File: config.mk
export PLATFORM = sky130hd
export DESIGN_NAME = mbcd_top
export DESIGN_NICKNAME = d
export VERILOG_FILES = /design/src/rtl/mbcd_pkg.sv /design/src/rtl/mbcd_start.sv /design/src/rtl/mbcd_bank_ctr.sv /design/src/rtl/mbcd_ddr_wave.sv /design/src/rtl/mbcd_top.sv
export SDC_FILE = /design/constraint.sdc
export NUM_CORES = 1
export LEC_CHECK = 0
export CAP_MARGIN = 10
export CORE_MARGIN = 2
export CORE_UTILIZATION = 42
export CTS_CLUSTER_DIAMETER = 200
export DETAILED_ROUTE_END_ITERATION = 10
export DONT_BUFFER_PORTS = 1
export GPL_ROUTABILITY_DRIVEN = 0
export SYNTH_ARGS = -nofsm -noshare
export SYNTH_HDL_FRONTEND = slang
export SYNTH_SLANG_ARGS = --single-unit
File: constraint.sdc
create_clock -name clk_i -period 4.1 [get_ports clk_i]
set_input_delay 0.82 -clock clk_i [delete_from_list [all_inputs] [get_ports clk_i]]
set_output_delay 0.82 -clock clk_i [all_outputs]
set_load 0.01 [all_outputs]
File: src/rtl/mbcd_pkg.sv
package mbcd_pkg;
  localparam int CODE_W  = 3;
  localparam int RATIO_W = 4;
  localparam int CNT_W   = 3;

  function automatic logic [RATIO_W-1:0] code_to_ratio(input logic [CODE_W-1:0] code);
    case (code)
      3'd0:    code_to_ratio = 4'd1;
      3'd1:    code_to_ratio = 4'd2;
      3'd2:    code_to_ratio = 4'd3;
      3'd3:    code_to_ratio = 4'd4;
      3'd4:    code_to_ratio = 4'd5;
      3'd5:    code_to_ratio = 4'd6;
      default: code_to_ratio = 4'd8;
    endcase
  endfunction
endpackage

File: src/rtl/mbcd_start.sv
module mbcd_start (
  input  logic clk_i,
  input  logic rst_ni,
  output logic run_o
);
  logic run_q;

  always_ff @(posedge clk_i or negedge rst_ni) begin
    if (!rst_ni) run_q <= 1'b0;
    else         run_q <= 1'b1;
  end

  assign run_o = run_q;
endmodule

File: src/rtl/mbcd_bank_ctr.sv
module mbcd_bank_ctr
  import mbcd_pkg::*;
(
  input  logic               clk_i,
  input  logic               rst_ni,
  input  logic               run_i,
  input  logic [CODE_W-1:0]  code_i,
  output logic               wrap_o,
  output logic [RATIO_W-1:0] ratio_o,
  output logic [CNT_W-1:0]   cnt_o,
  output logic               hi_p_o,
  output logic               hi_n_o
);
  logic [CNT_W-1:0]   cnt_q, cnt_d;
  logic [RATIO_W-1:0] ratio_q, ratio_d;
  logic               wrap;

  // period restarts on the start edge or after the last cycle
  assign wrap    = !run_i || ({1'b0, cnt_q} == ratio_q - RATIO_W'(1));
  assign cnt_d   = wrap ? '0 : cnt_q + CNT_W'(1);
  assign ratio_d = wrap ? code_to_ratio(code_i) : ratio_q;

  always_ff @(posedge clk_i or negedge rst_ni) begin
    if (!rst_ni) begin
      cnt_q   <= '0;
      ratio_q <= RATIO_W'(1);
    end else begin
      cnt_q   <= cnt_d;
      ratio_q <= ratio_d;
    end
  end

  // half-cycle index within period: 2*cnt (high half), 2*cnt+1 (low half)
  assign hi_p_o  = {1'b0, cnt_d, 1'b0} < {1'b0, ratio_d};
  assign hi_n_o  = {1'b0, cnt_q, 1'b1} < {1'b0, ratio_q};
  assign wrap_o  = wrap;
  assign ratio_o = ratio_q;
  assign cnt_o   = cnt_q;
endmodule

File: src/rtl/mbcd_ddr_wave.sv
module mbcd_ddr_wave (
  input  logic clk_i,
  input  logic rst_ni,
  input  logic run_i,
  input  logic hi_p_i,
  input  logic hi_n_i,
  output logic wave_o
);
  logic p_q, n_q;

  // output is p_q ^ n_q; each edge sets the level for the following half cycle
  always_ff @(posedge clk_i or negedge rst_ni) begin
    if (!rst_ni) p_q <= 1'b0;
    else         p_q <= n_q ^ hi_p_i;
  end

  always_ff @(negedge clk_i or negedge rst_ni) begin
    if (!rst_ni)    n_q <= 1'b0;
    else if (run_i) n_q <= p_q ^ hi_n_i;
  end

  assign wave_o = p_q ^ n_q;
endmodule

File: src/rtl/mbcd_top.sv
module mbcd_top
  import mbcd_pkg::*;
#(
  parameter int NUM_BANKS     = 4,
  parameter int OUTS_PER_BANK = 2
) (
  input  logic                          clk_i,
  input  logic                          rst_ni,
  input  logic [NUM_BANKS*CODE_W-1:0]   div_code_i,
  input  logic [NUM_BANKS*OUTS_PER_BANK-1:0] out_en_i,
  output logic [NUM_BANKS*OUTS_PER_BANK-1:0] clk_o
);
  localparam int NUM_OUTS = NUM_BANKS * OUTS_PER_BANK;

  logic                         run_q;
  logic [NUM_BANKS-1:0]         wrap;
  logic [NUM_BANKS-1:0]         wave;
  logic [NUM_BANKS*RATIO_W-1:0] ratio_flat;
  logic [NUM_BANKS*CNT_W-1:0]   cnt_flat;
  logic [NUM_OUTS-1:0]          en_q;

  mbcd_start u_start (
    .clk_i  (clk_i),
    .rst_ni (rst_ni),
    .run_o  (run_q)
  );

  for (genvar b = 0; b < NUM_BANKS; b++) begin : g_bank
    logic hi_p, hi_n;

    mbcd_bank_ctr u_ctr (
      .clk_i   (clk_i),
      .rst_ni  (rst_ni),
      .run_i   (run_q),
      .code_i  (div_code_i[b*CODE_W +: CODE_W]),
      .wrap_o  (wrap[b]),
      .ratio_o (ratio_flat[b*RATIO_W +: RATIO_W]),
      .cnt_o   (cnt_flat[b*CNT_W +: CNT_W]),
      .hi_p_o  (hi_p),
      .hi_n_o  (hi_n)
    );

    mbcd_ddr_wave u_wave (
      .clk_i  (clk_i),
      .rst_ni (rst_ni),
      .run_i  (run_q),
      .hi_p_i (hi_p),
      .hi_n_i (hi_n),
      .wave_o (wave[b])
    );

    for (genvar j = 0; j < OUTS_PER_BANK; j++) begin : g_out
      localparam int K = b * OUTS_PER_BANK + j;

      // enable taken only where the bank period restarts
      always_ff @(posedge clk_i or negedge rst_ni) begin
        if (!rst_ni)      en_q[K] <= 1'b0;
        else if (wrap[b]) en_q[K] <= out_en_i[K];
      end

      assign clk_o[K] = en_q[K] & wave[b];
    end
  end
endmodule

## Yosys cells after proc, flatten, opt, wreduce, memory -nomap -nowiden

Index checks and enable logic that the tools add are counted.

- Register bits after elaboration: 45
- Bits of input ports: 22
- Output and inout bits: 8
- Word-level logic and storage cells: 106

- Add/sub/neg operators: 8
- Order comparisons: 8
- Eq/ne operators: 24
- Muxes and demuxes: 12
- Bitwise gates (word level): 20
- Reduce and logical (&&, ||, !) cells: 9

Operator list:

| cell | number |
|---|---|
| 4-bit case mux with 6 select lines | 4 |
| 4-bit < comparator | 8 |
| 3-bit by 2-bit equality test with 1-bit output (second input constant) | 8 |
| 3-bit equality test (second input constant) | 8 |
| 3-bit by 4-bit equality test with 1-bit output | 4 |
| 4-bit two-way mux | 4 |
| 4-bit by 1-bit subtractor with 4-bit output (second input constant) | 4 |
| 3-bit by 1-bit adder with 3-bit output (second input constant) | 4 |
| 3-bit by 1-bit equality test with 1-bit output (second input constant) | 4 |
| 3-bit logical NOT | 4 |
| 3-bit two-way mux | 4 |
| 1-bit XOR | 12 |
| 1-bit bitwise AND | 8 |
| 1-bit logical OR | 4 |
| 1-bit logical NOT | 1 |

## Depth between registers and ports, before layout

- Word-level depth: 6
- Depth in mapped cells: 14
- Depth with buffers taken out: 13

## Cells and area by module

From an unflattened synthesis, not the netlist that was laid out.

- Cell total of the unflattened synthesis: 278
- Area, all modules: 3049.2 um2

Modules (own cells, without submodules):

| module | instances | cells each | area an instance (um2) | seq. area each (um2) |
|---|---|---|---|---|
| mbcd_bank_ctr | 4 | 56 | 579.3 | 176.4 |
| mbcd_top | 1 | 24 | 362.8 | 200.2 |
| mbcd_ddr_wave | 4 | 7 | 85.1 | 50.0 |
| mbcd_start | 1 | 2 | 28.8 | 25.0 |

==> summary.md <==
| Metric | Value |
|---|---|
| Status | `finished clean` |
| CTS root buf | `clkbuf_8` |
| CTS tree | `built` |
| DP Cell Count | `401` |
| Crit Reg-Reg Startpoint | `g_bank[2].u_ctr.ratio_o[2]` |
| Hold Vio Cnt, Final | `0` |
| Post-synthesis simple-gate area fraction | `15.2%` |
| DRT Pass-1 Iters | `4` |
| Max Root-Sink Buffers | `2` |
| Setup CP Type | `reg -> out` |
| R2R Path End | `g_bank[2].u_wave.n_q` |
| Setup violators final | `0` |
| Final Non-Filler Cells | `410` |
| Distinct cells, synth | `44` |
| Post-Synth XOR/XNOR Area | `8.91%` |
| #FFs+latches synth | `45` |
| Initial antenna violation count | `0` |
| Unrepaired setup endpoints after global routing | `true` |
| Max-cap viol count | `0` |
| Pins over their slew limit | `0` |
| Compound-cell area share of the yosys netlist | `18.8%` |
| Least-Margin Pin Slew | `813 ps` |
| Clock Skews | `8.38 ps` |
| Sequential share of the synthesized area | `37.0%` |
| Min-delay worst type | `in -> async` |
| Fillers | `682` |
| Pin count of the biggest net entering global routing | `46` |
| Synth Cell Area | `0.00306 mm²` |
| Crit path launch type | `flop` |
| Mux cell area share after synthesis | `4.25%` |
| Synth warn | `0` |
| Port Buf Inserts | `0` |
| DIE AREA | `0.00799 mm²` |
| CP endpoint kind | `primary output` |
| Mapped Cells | `306` |
| Worst reg2reg path depth | `6` |
| Ratio of cells with drive above 1 in the final layout | `11.9%` |
| Clk pin slew, worst setup/hold paths | `90 ps` |
| Top Ports | `30` |
| First-pass GRT wire length | `9310 µm` |
| Drt drc | `0` |
| Peak supply drop | `324 µV` |
| Latest clock arrival within the worst-skew pair | `300 ps` |
| Sink Count | `45` |
| Via Count | `2,124` |
| Detailed-route wire length per cell | `13.4 µm` |
| Area growth, synth to finish | `7.52%` |
| NumNets Final | `360` |
| Commonest cells after routing, fill and taps aside | `37 x dfrtp_1, 28 x ha_1, 24 x inv_1, 20 x nor2_1` |
| Via density | `5.18` |
| Core area | `0.00714 mm²` |
| Post-synth top area share | `30.3%` |
| GRT Total Usage | `15.0%` |
| Vias in the first global route | `2,015` |
| Worst Path Arrival | `3230 ps` |
| Total CTS buffers | `5` |
| FF-to-FF setup slack | `470 ps` |
| Mean post-synth cell area | `10.0 µm²` |
| Post-route ant nets | `0` |
| Relative slew slack | `45.8%` |
| Fin Setup TNS | `0 ps` |
| Dpl hpwl | `4010 µm` |
| Hold-fix buffers, CTS | `0` |
| GR Overflow Total | `0` |
| Adder-cell area share of the yosys netlist | `11.4%` |
| Synthesized net count | `356` |
| Synth area leaders | `dfrtp_1 30%, ha_1 11%, xnor2_1 4.0%, o21a_1 3.9%, dfstp_2 3.4%` |
| Worst-path maximum fanout | `6` |
| Iteration-0 DRC count of the detailed router | `58` |
| Final Core Density | `46.1%` |
| Pwr per Cell Area | `714 mW/mm²` |
| Leakage Power | `1.49 nW` |
| Row cnt | `31` |
| Largest family of logic cells by synthesized area | `compound AO/OA/AOI/OAI gates` |
| Commonest non-fill, non-tap cell in the layout | `dfrtp_1` |
| Antenna Diode Count | `0` |
| Initial core utilization | `42.9%` |
| Die H | `89.4 µm` |
| CP Data Required Time | `3280 ps` |
| Die width | `89.4 µm` |
| Cell taking the most area after synthesis | `dfrtp_1` |
| WL final | `5510 µm` |
| H-tree depth | `2` |
==> worst max path at each step <==
stage / startpoint / endpoint / cells past startpoint
global placement: g_bank[1].u_wave.n_q / clk_o[3] / 2
global route: g_bank[1].u_wave.n_q / clk_o[3] / 2
detailed placement: g_bank[1].u_wave.n_q / clk_o[3] / 2
finish: g_bank[1].u_wave.n_q / clk_o[3] / 2
CTS: g_bank[1].u_wave.n_q / clk_o[3] / 2
floorplan: g_bank[2].u_wave.n_q / clk_o[4] / 2
==> per-layer routing <==
layer,vias to the layer above,GRT usage [%],wire (µm),share of wire (%)
met5,-,0,0,0
met4,0,5.29,70,1.3
met3,7,2.31,106,1.9
met2,21,23.9,2590,47
met1,1013,20.7,2740,50
li1,1083,-,-,-
==> critical path, stage by stage (launching register included) <==
cell and delay (ps):
dfrtn_1 500, xor2_1 180, and2_1 200
==> power breakdown <==
group,switching (mW),internal [mW]
sequential,0.168,0.611
combinational,0.610,0.609
clock,0.154,0.199
total,0.933,1.42
==> cells by family (layout without fill, tap and decap cells) <==
logic type / Yosys count / count (layout)
multiplexers: 12 / 12
buffers and inverters: 30 / 35
AND/OR/NAND/NOR: 82 / 82
adder cells (fa/ha/maj): 28 / 28
AO/OA/AOI/OAI: 80 / 80
XOR/XNOR: 28 / 28
other: 1 / 1
flip-flops: 45 / 45
==> cell usage after synthesis, drive strengths merged <==
master   n
nor2b    4
xor2    12
a221o    2
nand2   16
nor3b    2
dfrtn    4
xnor2   14
a32o     2
a21o    10
o31a     2
or4      2
ha      28
inv     24
mux2     8
clkbuf   2
dfrtp   37
nor2    20
and2b    2
nand3    6
conb     1
nor3     6
xnor3    2
dfstp    4
and2    10
buf      4
o21ai   24
o211ai   6
a41o     2
a21oi   12
or2      2
nor4b    2
o21a    16
mux2i    4
nand2b   8
o311ai   4
and3     2
==> area by class of cell <==
type | instances | area [µm²] | share of cell area (%)
clock buffers | 7 | 86.3 | 2.62
clock inverters | 1 | 30.0 | 0.913
inverters | 24 | 90.1 | 2.74
multi-input cells | 231 | 1810 | 54.9
flip-flops and latches | 45 | 1130 | 34.4
well taps | 99 | 124 | 3.76
repair buffers | 3 | 22.5 | 0.684
==> flip-flops by register name, summed over array words and instances, names as in the netlist <==
name,cells
g_bank.u_wave.n_q,4
g_bank.u_wave.p_q,4
en_q,8
g_bank.u_ctr.ratio_o,16
g_bank.u_ctr.cnt_o,12
u_start.run_o,1
==> through the flow <==
stage	setup WS [ps]	total power [mW]	hold WS [ps]	instance area, µm²
after global routing	-18.0	2.58	179	3290
after CTS	41.3	2.36	194	3270
after floorplan	441	1.78	449	3060
after detailed placement	379	1.99	468	3160
final	48.6	2.35	205	3290
after global placement	387	1.96	463	3160
==> what timing repair did <==
action / in CTS / in global routing
endpoints found under the setup margin: 0 / 5
setup buffers: 0 / 1
gates resized for setup: 0 / 2
No activity file was read; power rests on OpenSTA's default activity.
